### src/rtl/dma_hw_swap_pkg.sv
package dma_hw_swap_pkg;
  typedef enum logic [2:0] {
    ST_IDLE  = 3'd0,
    ST_CMD   = 3'd1,
    ST_WDATA = 3'd2,
    ST_RDATA = 3'd3,
    ST_DONE  = 3'd4
  } xfer_state_e;
endpackage

### src/rtl/hw_swap_lanes.sv
module hw_swap_lanes #(
  parameter int BEAT_BYTES = 4
) (
  input  logic                    en_i,
  input  logic [8*BEAT_BYTES-1:0] data_i,
  output logic [8*BEAT_BYTES-1:0] data_o
);
  localparam int HALVES = BEAT_BYTES / 2;

  for (genvar h = 0; h < HALVES; h++) begin : g_half
    assign data_o[16*h +: 8]   = en_i ? data_i[16*h+8 +: 8] : data_i[16*h +: 8];
    assign data_o[16*h+8 +: 8] = en_i ? data_i[16*h +: 8]   : data_i[16*h+8 +: 8];
  end
endmodule

### src/rtl/dma_addr_gen.sv
module dma_addr_gen #(
  parameter int AW          = 32,
  parameter int LW          = 16,
  parameter int BURST_BYTES = 64
) (
  input  logic          clk_i,
  input  logic          rst_ni,
  input  logic          load_i,
  input  logic [AW-1:0] addr_i,
  input  logic [AW-1:0] base_i,
  input  logic [LW-1:0] len_i,
  input  logic          swap_i,
  input  logic          split_i,
  input  logic          advance_i,
  output logic          load_zero_o,
  output logic [AW-1:0] cur_addr_o,
  output logic [LW-1:0] burst_len_o,
  output logic          last_burst_o
);
  localparam logic [LW-1:0] BURST_LEN = LW'(BURST_BYTES);

  logic [AW-1:0] addr_q, addr_eff;
  logic [LW-1:0] rem_q, len_eff;
  logic          split_q;

  // OR, then force halfword alignment in swap mode
  always_comb begin
    addr_eff = addr_i | base_i;
    len_eff  = len_i;
    if (swap_i) begin
      addr_eff[0] = 1'b0;
      len_eff[0]  = 1'b0;
    end
  end

  assign load_zero_o  = (len_eff == '0);
  assign burst_len_o  = (split_q && (rem_q > BURST_LEN)) ? BURST_LEN : rem_q;
  assign last_burst_o = (rem_q == burst_len_o);
  assign cur_addr_o   = addr_q;

  always_ff @(posedge clk_i or negedge rst_ni) begin
    if (!rst_ni) begin
      addr_q  <= '0;
      rem_q   <= '0;
      split_q <= 1'b0;
    end else if (load_i) begin
      addr_q  <= addr_eff;
      rem_q   <= len_eff;
      split_q <= split_i;
    end else if (advance_i) begin
      addr_q <= addr_q + AW'(burst_len_o);
      rem_q  <= rem_q - burst_len_o;
    end
  end

  a_r6_rem_monotone: assert property (@(posedge clk_i) disable iff (!rst_ni)
    !load_i |=> (rem_q <= $past(rem_q)));
endmodule

### src/rtl/dma_beat_ctr.sv
module dma_beat_ctr #(
  parameter int LW         = 16,
  parameter int BEAT_BYTES = 4
) (
  input  logic          clk_i,
  input  logic          rst_ni,
  input  logic          clear_i,
  input  logic          step_i,
  input  logic [LW-1:0] bytes_i,
  output logic          last_o
);
  localparam int BEAT_SHIFT = $clog2(BEAT_BYTES);

  logic [LW:0] beats, cnt_q;

  assign beats  = ({1'b0, bytes_i} + (LW+1)'(BEAT_BYTES - 1)) >> BEAT_SHIFT;
  assign last_o = ((cnt_q + 1'b1) == beats);

  always_ff @(posedge clk_i or negedge rst_ni) begin
    if (!rst_ni)      cnt_q <= '0;
    else if (clear_i) cnt_q <= '0;
    else if (step_i)  cnt_q <= cnt_q + 1'b1;
  end

  a_r10_no_overrun: assert property (@(posedge clk_i) disable iff (!rst_ni)
    step_i |-> (cnt_q < beats));
endmodule

### src/rtl/dma_hw_swap.sv
module dma_hw_swap
  import dma_hw_swap_pkg::*;
#(
  parameter int AW          = 32,
  parameter int LW          = 16,
  parameter int BEAT_BYTES  = 4,
  parameter int BURST_BYTES = 64
) (
  input  logic                    clk_i,
  input  logic                    rst_ni,
  input  logic [AW-1:0]           base_i,
  input  logic                    req_valid_i,
  output logic                    req_ready_o,
  input  logic [AW-1:0]           req_addr_i,
  input  logic [LW-1:0]           req_len_i,
  input  logic                    req_write_i,
  input  logic                    req_swap_i,
  output logic                    done_o,
  input  logic                    pw_valid_i,
  output logic                    pw_ready_o,
  input  logic [8*BEAT_BYTES-1:0] pw_data_i,
  output logic                    pr_valid_o,
  input  logic                    pr_ready_i,
  output logic [8*BEAT_BYTES-1:0] pr_data_o,
  output logic                    mem_cmd_valid_o,
  input  logic                    mem_cmd_ready_i,
  output logic [AW-1:0]           mem_cmd_addr_o,
  output logic [LW-1:0]           mem_cmd_len_o,
  output logic                    mem_cmd_write_o,
  output logic                    mem_wvalid_o,
  input  logic                    mem_wready_i,
  output logic [8*BEAT_BYTES-1:0] mem_wdata_o,
  output logic                    mem_wlast_o,
  input  logic                    mem_rvalid_i,
  output logic                    mem_rready_o,
  input  logic [8*BEAT_BYTES-1:0] mem_rdata_i
);
  localparam logic [LW-1:0] BURST_LEN = LW'(BURST_BYTES);

  xfer_state_e state_q, state_d;
  logic write_q, swap_q;
  logic req_fire, cmd_fire, w_fire, r_fire;
  logic load_zero, beat_last, last_burst, advance;
  logic [LW-1:0] burst_len;

  assign req_ready_o = (state_q == ST_IDLE);
  assign req_fire    = req_valid_i && req_ready_o;

  assign mem_cmd_valid_o = (state_q == ST_CMD);
  assign mem_cmd_write_o = write_q;
  assign mem_cmd_len_o   = burst_len;
  assign cmd_fire        = mem_cmd_valid_o && mem_cmd_ready_i;

  assign mem_wvalid_o = (state_q == ST_WDATA) && pw_valid_i;
  assign pw_ready_o   = (state_q == ST_WDATA) && mem_wready_i;
  assign mem_wlast_o  = (state_q == ST_WDATA) && beat_last;
  assign w_fire       = mem_wvalid_o && mem_wready_i;

  assign pr_valid_o   = (state_q == ST_RDATA) && mem_rvalid_i;
  assign mem_rready_o = (state_q == ST_RDATA) && pr_ready_i;
  assign r_fire       = pr_valid_o && pr_ready_i;

  assign advance = w_fire && beat_last;
  assign done_o  = (state_q == ST_DONE);

  dma_addr_gen #(
    .AW(AW), .LW(LW), .BURST_BYTES(BURST_BYTES)
  ) u_addr_gen (
    .clk_i        (clk_i),
    .rst_ni       (rst_ni),
    .load_i       (req_fire),
    .addr_i       (req_addr_i),
    .base_i       (base_i),
    .len_i        (req_len_i),
    .swap_i       (req_swap_i),
    .split_i      (req_swap_i && req_write_i),
    .advance_i    (advance),
    .load_zero_o  (load_zero),
    .cur_addr_o   (mem_cmd_addr_o),
    .burst_len_o  (burst_len),
    .last_burst_o (last_burst)
  );

  dma_beat_ctr #(
    .LW(LW), .BEAT_BYTES(BEAT_BYTES)
  ) u_beat_ctr (
    .clk_i   (clk_i),
    .rst_ni  (rst_ni),
    .clear_i (cmd_fire),
    .step_i  (w_fire || r_fire),
    .bytes_i (burst_len),
    .last_o  (beat_last)
  );

  hw_swap_lanes #(.BEAT_BYTES(BEAT_BYTES)) u_swap_wr (
    .en_i (swap_q), .data_i (pw_data_i), .data_o (mem_wdata_o)
  );

  hw_swap_lanes #(.BEAT_BYTES(BEAT_BYTES)) u_swap_rd (
    .en_i (swap_q), .data_i (mem_rdata_i), .data_o (pr_data_o)
  );

  always_comb begin
    state_d = state_q;
    unique case (state_q)
      ST_IDLE:  if (req_fire) state_d = load_zero ? ST_DONE : ST_CMD;
      ST_CMD:   if (cmd_fire) state_d = write_q ? ST_WDATA : ST_RDATA;
      ST_WDATA: if (advance)  state_d = last_burst ? ST_DONE : ST_CMD;
      ST_RDATA: if (r_fire && beat_last) state_d = ST_DONE;
      ST_DONE:  state_d = ST_IDLE;
      default:  state_d = ST_IDLE;
    endcase
  end

  always_ff @(posedge clk_i or negedge rst_ni) begin
    if (!rst_ni) begin
      state_q <= ST_IDLE;
      write_q <= 1'b0;
      swap_q  <= 1'b0;
    end else begin
      state_q <= state_d;
      if (req_fire) begin
        write_q <= req_write_i;
        swap_q  <= req_swap_i;
      end
    end
  end

  a_r10_cmd_hold: assert property (@(posedge clk_i) disable iff (!rst_ni)
    (mem_cmd_valid_o && !mem_cmd_ready_i) |=>
      (mem_cmd_valid_o && $stable(mem_cmd_addr_o) && $stable(mem_cmd_len_o)));

  a_r6_burst_cap: assert property (@(posedge clk_i) disable iff (!rst_ni)
    (mem_cmd_valid_o && mem_cmd_write_o && swap_q) |->
      ((mem_cmd_len_o <= BURST_LEN) && (mem_cmd_len_o != '0)));

  a_r2_even_cmd: assert property (@(posedge clk_i) disable iff (!rst_ni)
    (mem_cmd_valid_o && swap_q) |-> (!mem_cmd_addr_o[0] && !mem_cmd_len_o[0]));

  a_r8_done_pulse: assert property (@(posedge clk_i) disable iff (!rst_ni)
    done_o |=> (!done_o && req_ready_o));

  a_r9_zero_len: assert property (@(posedge clk_i) disable iff (!rst_ni)
    (req_valid_i && req_ready_o && (req_len_i == '0)) |=> (done_o && !mem_cmd_valid_o));
endmodule

### config.mk
export PLATFORM = sky130hd
export DESIGN_NAME = dma_hw_swap
export DESIGN_NICKNAME = d
export VERILOG_FILES = /design/src/rtl/dma_hw_swap_pkg.sv /design/src/rtl/hw_swap_lanes.sv /design/src/rtl/dma_addr_gen.sv /design/src/rtl/dma_beat_ctr.sv /design/src/rtl/dma_hw_swap.sv
export SDC_FILE = /design/constraint.sdc
export NUM_CORES = 1
export LEC_CHECK = 0
export BUFFER_PORTS_ARGS = -buffer_cell sky130_fd_sc_hd__buf_4
export CAP_MARGIN = 10
export CELL_PAD_IN_SITES_DETAIL_PLACEMENT = 1
export CELL_PAD_IN_SITES_GLOBAL_PLACEMENT = 1
export CORE_MARGIN = 2
export CORE_UTILIZATION = 39
export CTS_CLUSTER_SIZE = 8
export DETAILED_ROUTE_END_ITERATION = 10
export PLACE_DENSITY = 0.95
export SETUP_SLACK_MARGIN = 0.15
export SLEW_MARGIN = 20
export SYNTH_ARGS = -nofsm -noshare
export SYNTH_HDL_FRONTEND = slang
export SYNTH_HIERARCHICAL = 1
export SYNTH_SLANG_ARGS = --single-unit
### constraint.sdc
create_clock -name clk_i -period 12.74 [get_ports clk_i]
set_input_delay 1.274 -clock clk_i [delete_from_list [all_inputs] [get_ports clk_i]]
set_output_delay 1.274 -clock clk_i [all_outputs]
set_load 0.01 [all_outputs]
==> results.ini <==
[run_status]
status=finished, final reports clean

[clock_tree]
worstSkewPairLatency_ps=350
cts.clk_slew.worst_paths_ps=60
htreeDepth=3
cts_num_sinks=71
cts_setup_buffers=0
numCtsBuffers=9
root_buffer=clkbuf_16
cts_buffer_depth=2
cts_hold_repair.buffers=0
ctsResizeCount=0
cts_tree=done

[place]
post_dp_cell_area_um2=9110
numPortBuffers=274
gp_congestion=0.889
dp_hpwl_um=21500

[routing]
drtAntennaViolNets=0
drtIter0Drc=424
vias=7598
wl_per_cell_um=22.0
drc=0
routed_wl_um=28100
drtPass1Iterations=5
via_per_inst=5.96

[power]
power.share.clock=0.122
switching_share=0.477
p_leak_nw=4.31
power_frac_seq=0.197
cellPowerDensity_nw_per_um2=242
internal_power_w=0.00120
irDropWorstVdd_uv=158
power.switching_w=0.00109
pwr-share-comb=0.681

[synth]
yosys.area.top_type_share=0.252
netlist_area_um2=7040
async_reset_ff_frac=1.00
yosys_warnings=6
ys_seq_elements=71
synth_edf_count=0
synth.distinct_cells=92
yosysSeqAreaShare=0.252
synth_nets=967
synth.avg_cell_area_um2=8.87
synth_cells=794
synthFlopType=dfrtp_1
synth_area_leaders=dfrtp_1 25%, mux2_4 13%, xnor2_1 3.9%
synth_largest_area_cell=dfrtp_1

[global_routing]
grt_pass1_vias=7971
antenna_found_initial=1
grt_usage=0.285
use_met2=0.505
grt_use_met3=0.0592
grt_pass1_wl_um=44000
busiest_layer=met2
grt_max_degree=74
grt.overflow.total=0
use_met1=0.335

[sta]
drv_slew=0
post-route-period-util=0.476
worstMarginPinSlew_ps=946
min_period_ps=6060
hold_viol_final=0
fin_setup_tns_ps=0
skew_ps=7.78
setup_viol=0
relSlewSlack=0.369
rsz0062_at_grt=false
clock.fmax_ghz=0.165
hold_slack_ps=566

[floorplanning]
start_util=0.395
io_pins=275
die_h_um=138
rows=49
die_w_um=138
core_um2=17800
die_area_um2=19200

[cells_and_area]
fin_nets=1214
drive_gt1_frac=0.387
final_cell_area_um2=9460
area_growth_pct=34.2
utilization=0.530
diodes=0
layout_commonest_cell=buf_4
mostFrequentLayoutCells=278 x buf_4, 70 x dfrtp_1, 67 x nor2_1

[worst_setup_path]
end_kind=flop
worstSetupPathType=reg -> reg
worstPathCellList=or4_1 > o31ai_2 > and3_1 > o2111a_1 > nand3_1 > nor3_1 > xnor2_1 > nand4_1 > nor4_2 > and2_1 > nor2b_2 > buf_4 > clkinv_1 > nor4_1 > a22oi_1 > o21ai_1
start_kind=flop
cpPeakStageDelay_ps=650
cp.buffers_inverters=2
crit_arrival_ps=6330
crit_slowest_cell=nor4_1
crit_fanout=31
cp.required_ps=13010
crit_family=simple AND/OR/NAND/NOR gates

[job]
maxCapViolCount=0

[min_path]
hp-class=reg -> reg

==> worst reg2reg max path, stage by stage (launching register included) <==
cell	delay [ps]
dfrtp_1	450
or4_1	600
o31ai_2	610
and3_1	470
o2111a_1	360
nand3_1	210
nor3_1	290
xnor2_1	150
nand4_1	120
nor4_2	430
and2_1	210
nor2b_2	140
buf_4	370
clkinv_1	610
nor4_1	660
a22oi_1	140
o21ai_1	150
==> Yosys cell counts, types with 6 or more instances <==
master and count:
a31oi_1 9, a22oi_1 6, nand2_1 63, nor3_1 27
and3_1 20, buf_12 6, and2_1 8, o21ai_0 45
or3_1 13, inv_1 17, nor4_1 9, o211ai_1 6
dfrtp_1 71, mux2_4 62, nor2b_1 10, mux2_2 9
xor2_1 20, nor2_1 67, clkbuf_1 22, nand3_1 32
xnor2_1 31, or2_2 7, nand4_1 23, ha_1 18
a211oi_1 9, a21oi_1 43, mux2i_1 19
==> stage by stage <==
step | instances | power [W] | worst slack (ps)
final | 1275 | 0.00229 | 6680
after global routing | 1275 | 0.00243 | 6190
after floorplan | 794 | 0.00149 | 7850
after global placement | 1258 | 0.00191 | 7140
after CTS | 1274 | 0.00227 | 6830
after detailed placement | 1258 | 0.00197 | 6860
==> layout make-up <==
class	instances	area (µm²)
Fill cell	2126	8390
Multi-Input combinational cell	661	4880
Timing Repair Buffer	279	2110
Sequential cell	71	1780
Tap cell	229	287
Clock buffer	13	250
Inverter	19	71.3
Clock inverter	3	67.6
==> sequential cells by signal, indices dropped and copies added, names as in the netlist <==
signal                 flops
u_addr_gen/split_q         1
u_addr_gen/rem_q          16
state_q                    3
u_beat_ctr/cnt_q          17
u_addr_gen/cur_addr_o     32
swap_q                     1
mem_cmd_write_o            1
==> power groups by stage <==
stage	sequential [W]	clock, W	combinational (W)
global placement	0.000470	0	0.00144
CTS	0.000475	0.000282	0.00152
detailed placement	0.000476	0	0.00149
floorplan	0.000395	0	0.00110
finish	0.000451	0.000278	0.00156
global route	0.000468	0.000292	0.00167
==> path summary, 6_finish.rpt <==
path	start	end	slack [ps]	depth (start not counted)
worst max-delay path	u_addr_gen/rem_q[12]	u_addr_gen/rem_q[11]	6680	16
min in group asynchronous	rst_ni	u_beat_ctr/cnt_q[5]	1070	1
max in group asynchronous	rst_ni	swap_q	10960	1
worst max register to register	u_addr_gen/rem_q[12]	u_addr_gen/rem_q[11]	6680	16
worst min-delay path	u_addr_gen/cur_addr_o[14]	u_addr_gen/cur_addr_o[14]	570	2
worst min register to register	u_addr_gen/cur_addr_o[14]	u_addr_gen/cur_addr_o[14]	570	2
==> metal layers <==
layer  part of all wire  wire length [µm]  vias to the layer above
met3              0.062              1740                       80
li1                   -                 -                     3437
met4              0.041              1160                        0
met5                  0                 0                        -
met2               0.51             14300                      305
met1               0.39             10900                     3776
==> cells by family after synthesis <==
family                     Yosys count  synth area share
and+or+nand+nor                    320             0.246
DFF                                 71             0.252
AOI/OAI and AO/OA                  180             0.175
muxes                               90             0.174
xor gates and xnor gates            51            0.0634
other                                1          0.000532
buffers and inverters               62            0.0547
adders and majority gates           19            0.0348
Note: power is estimated with default switching activity, not from simulation.
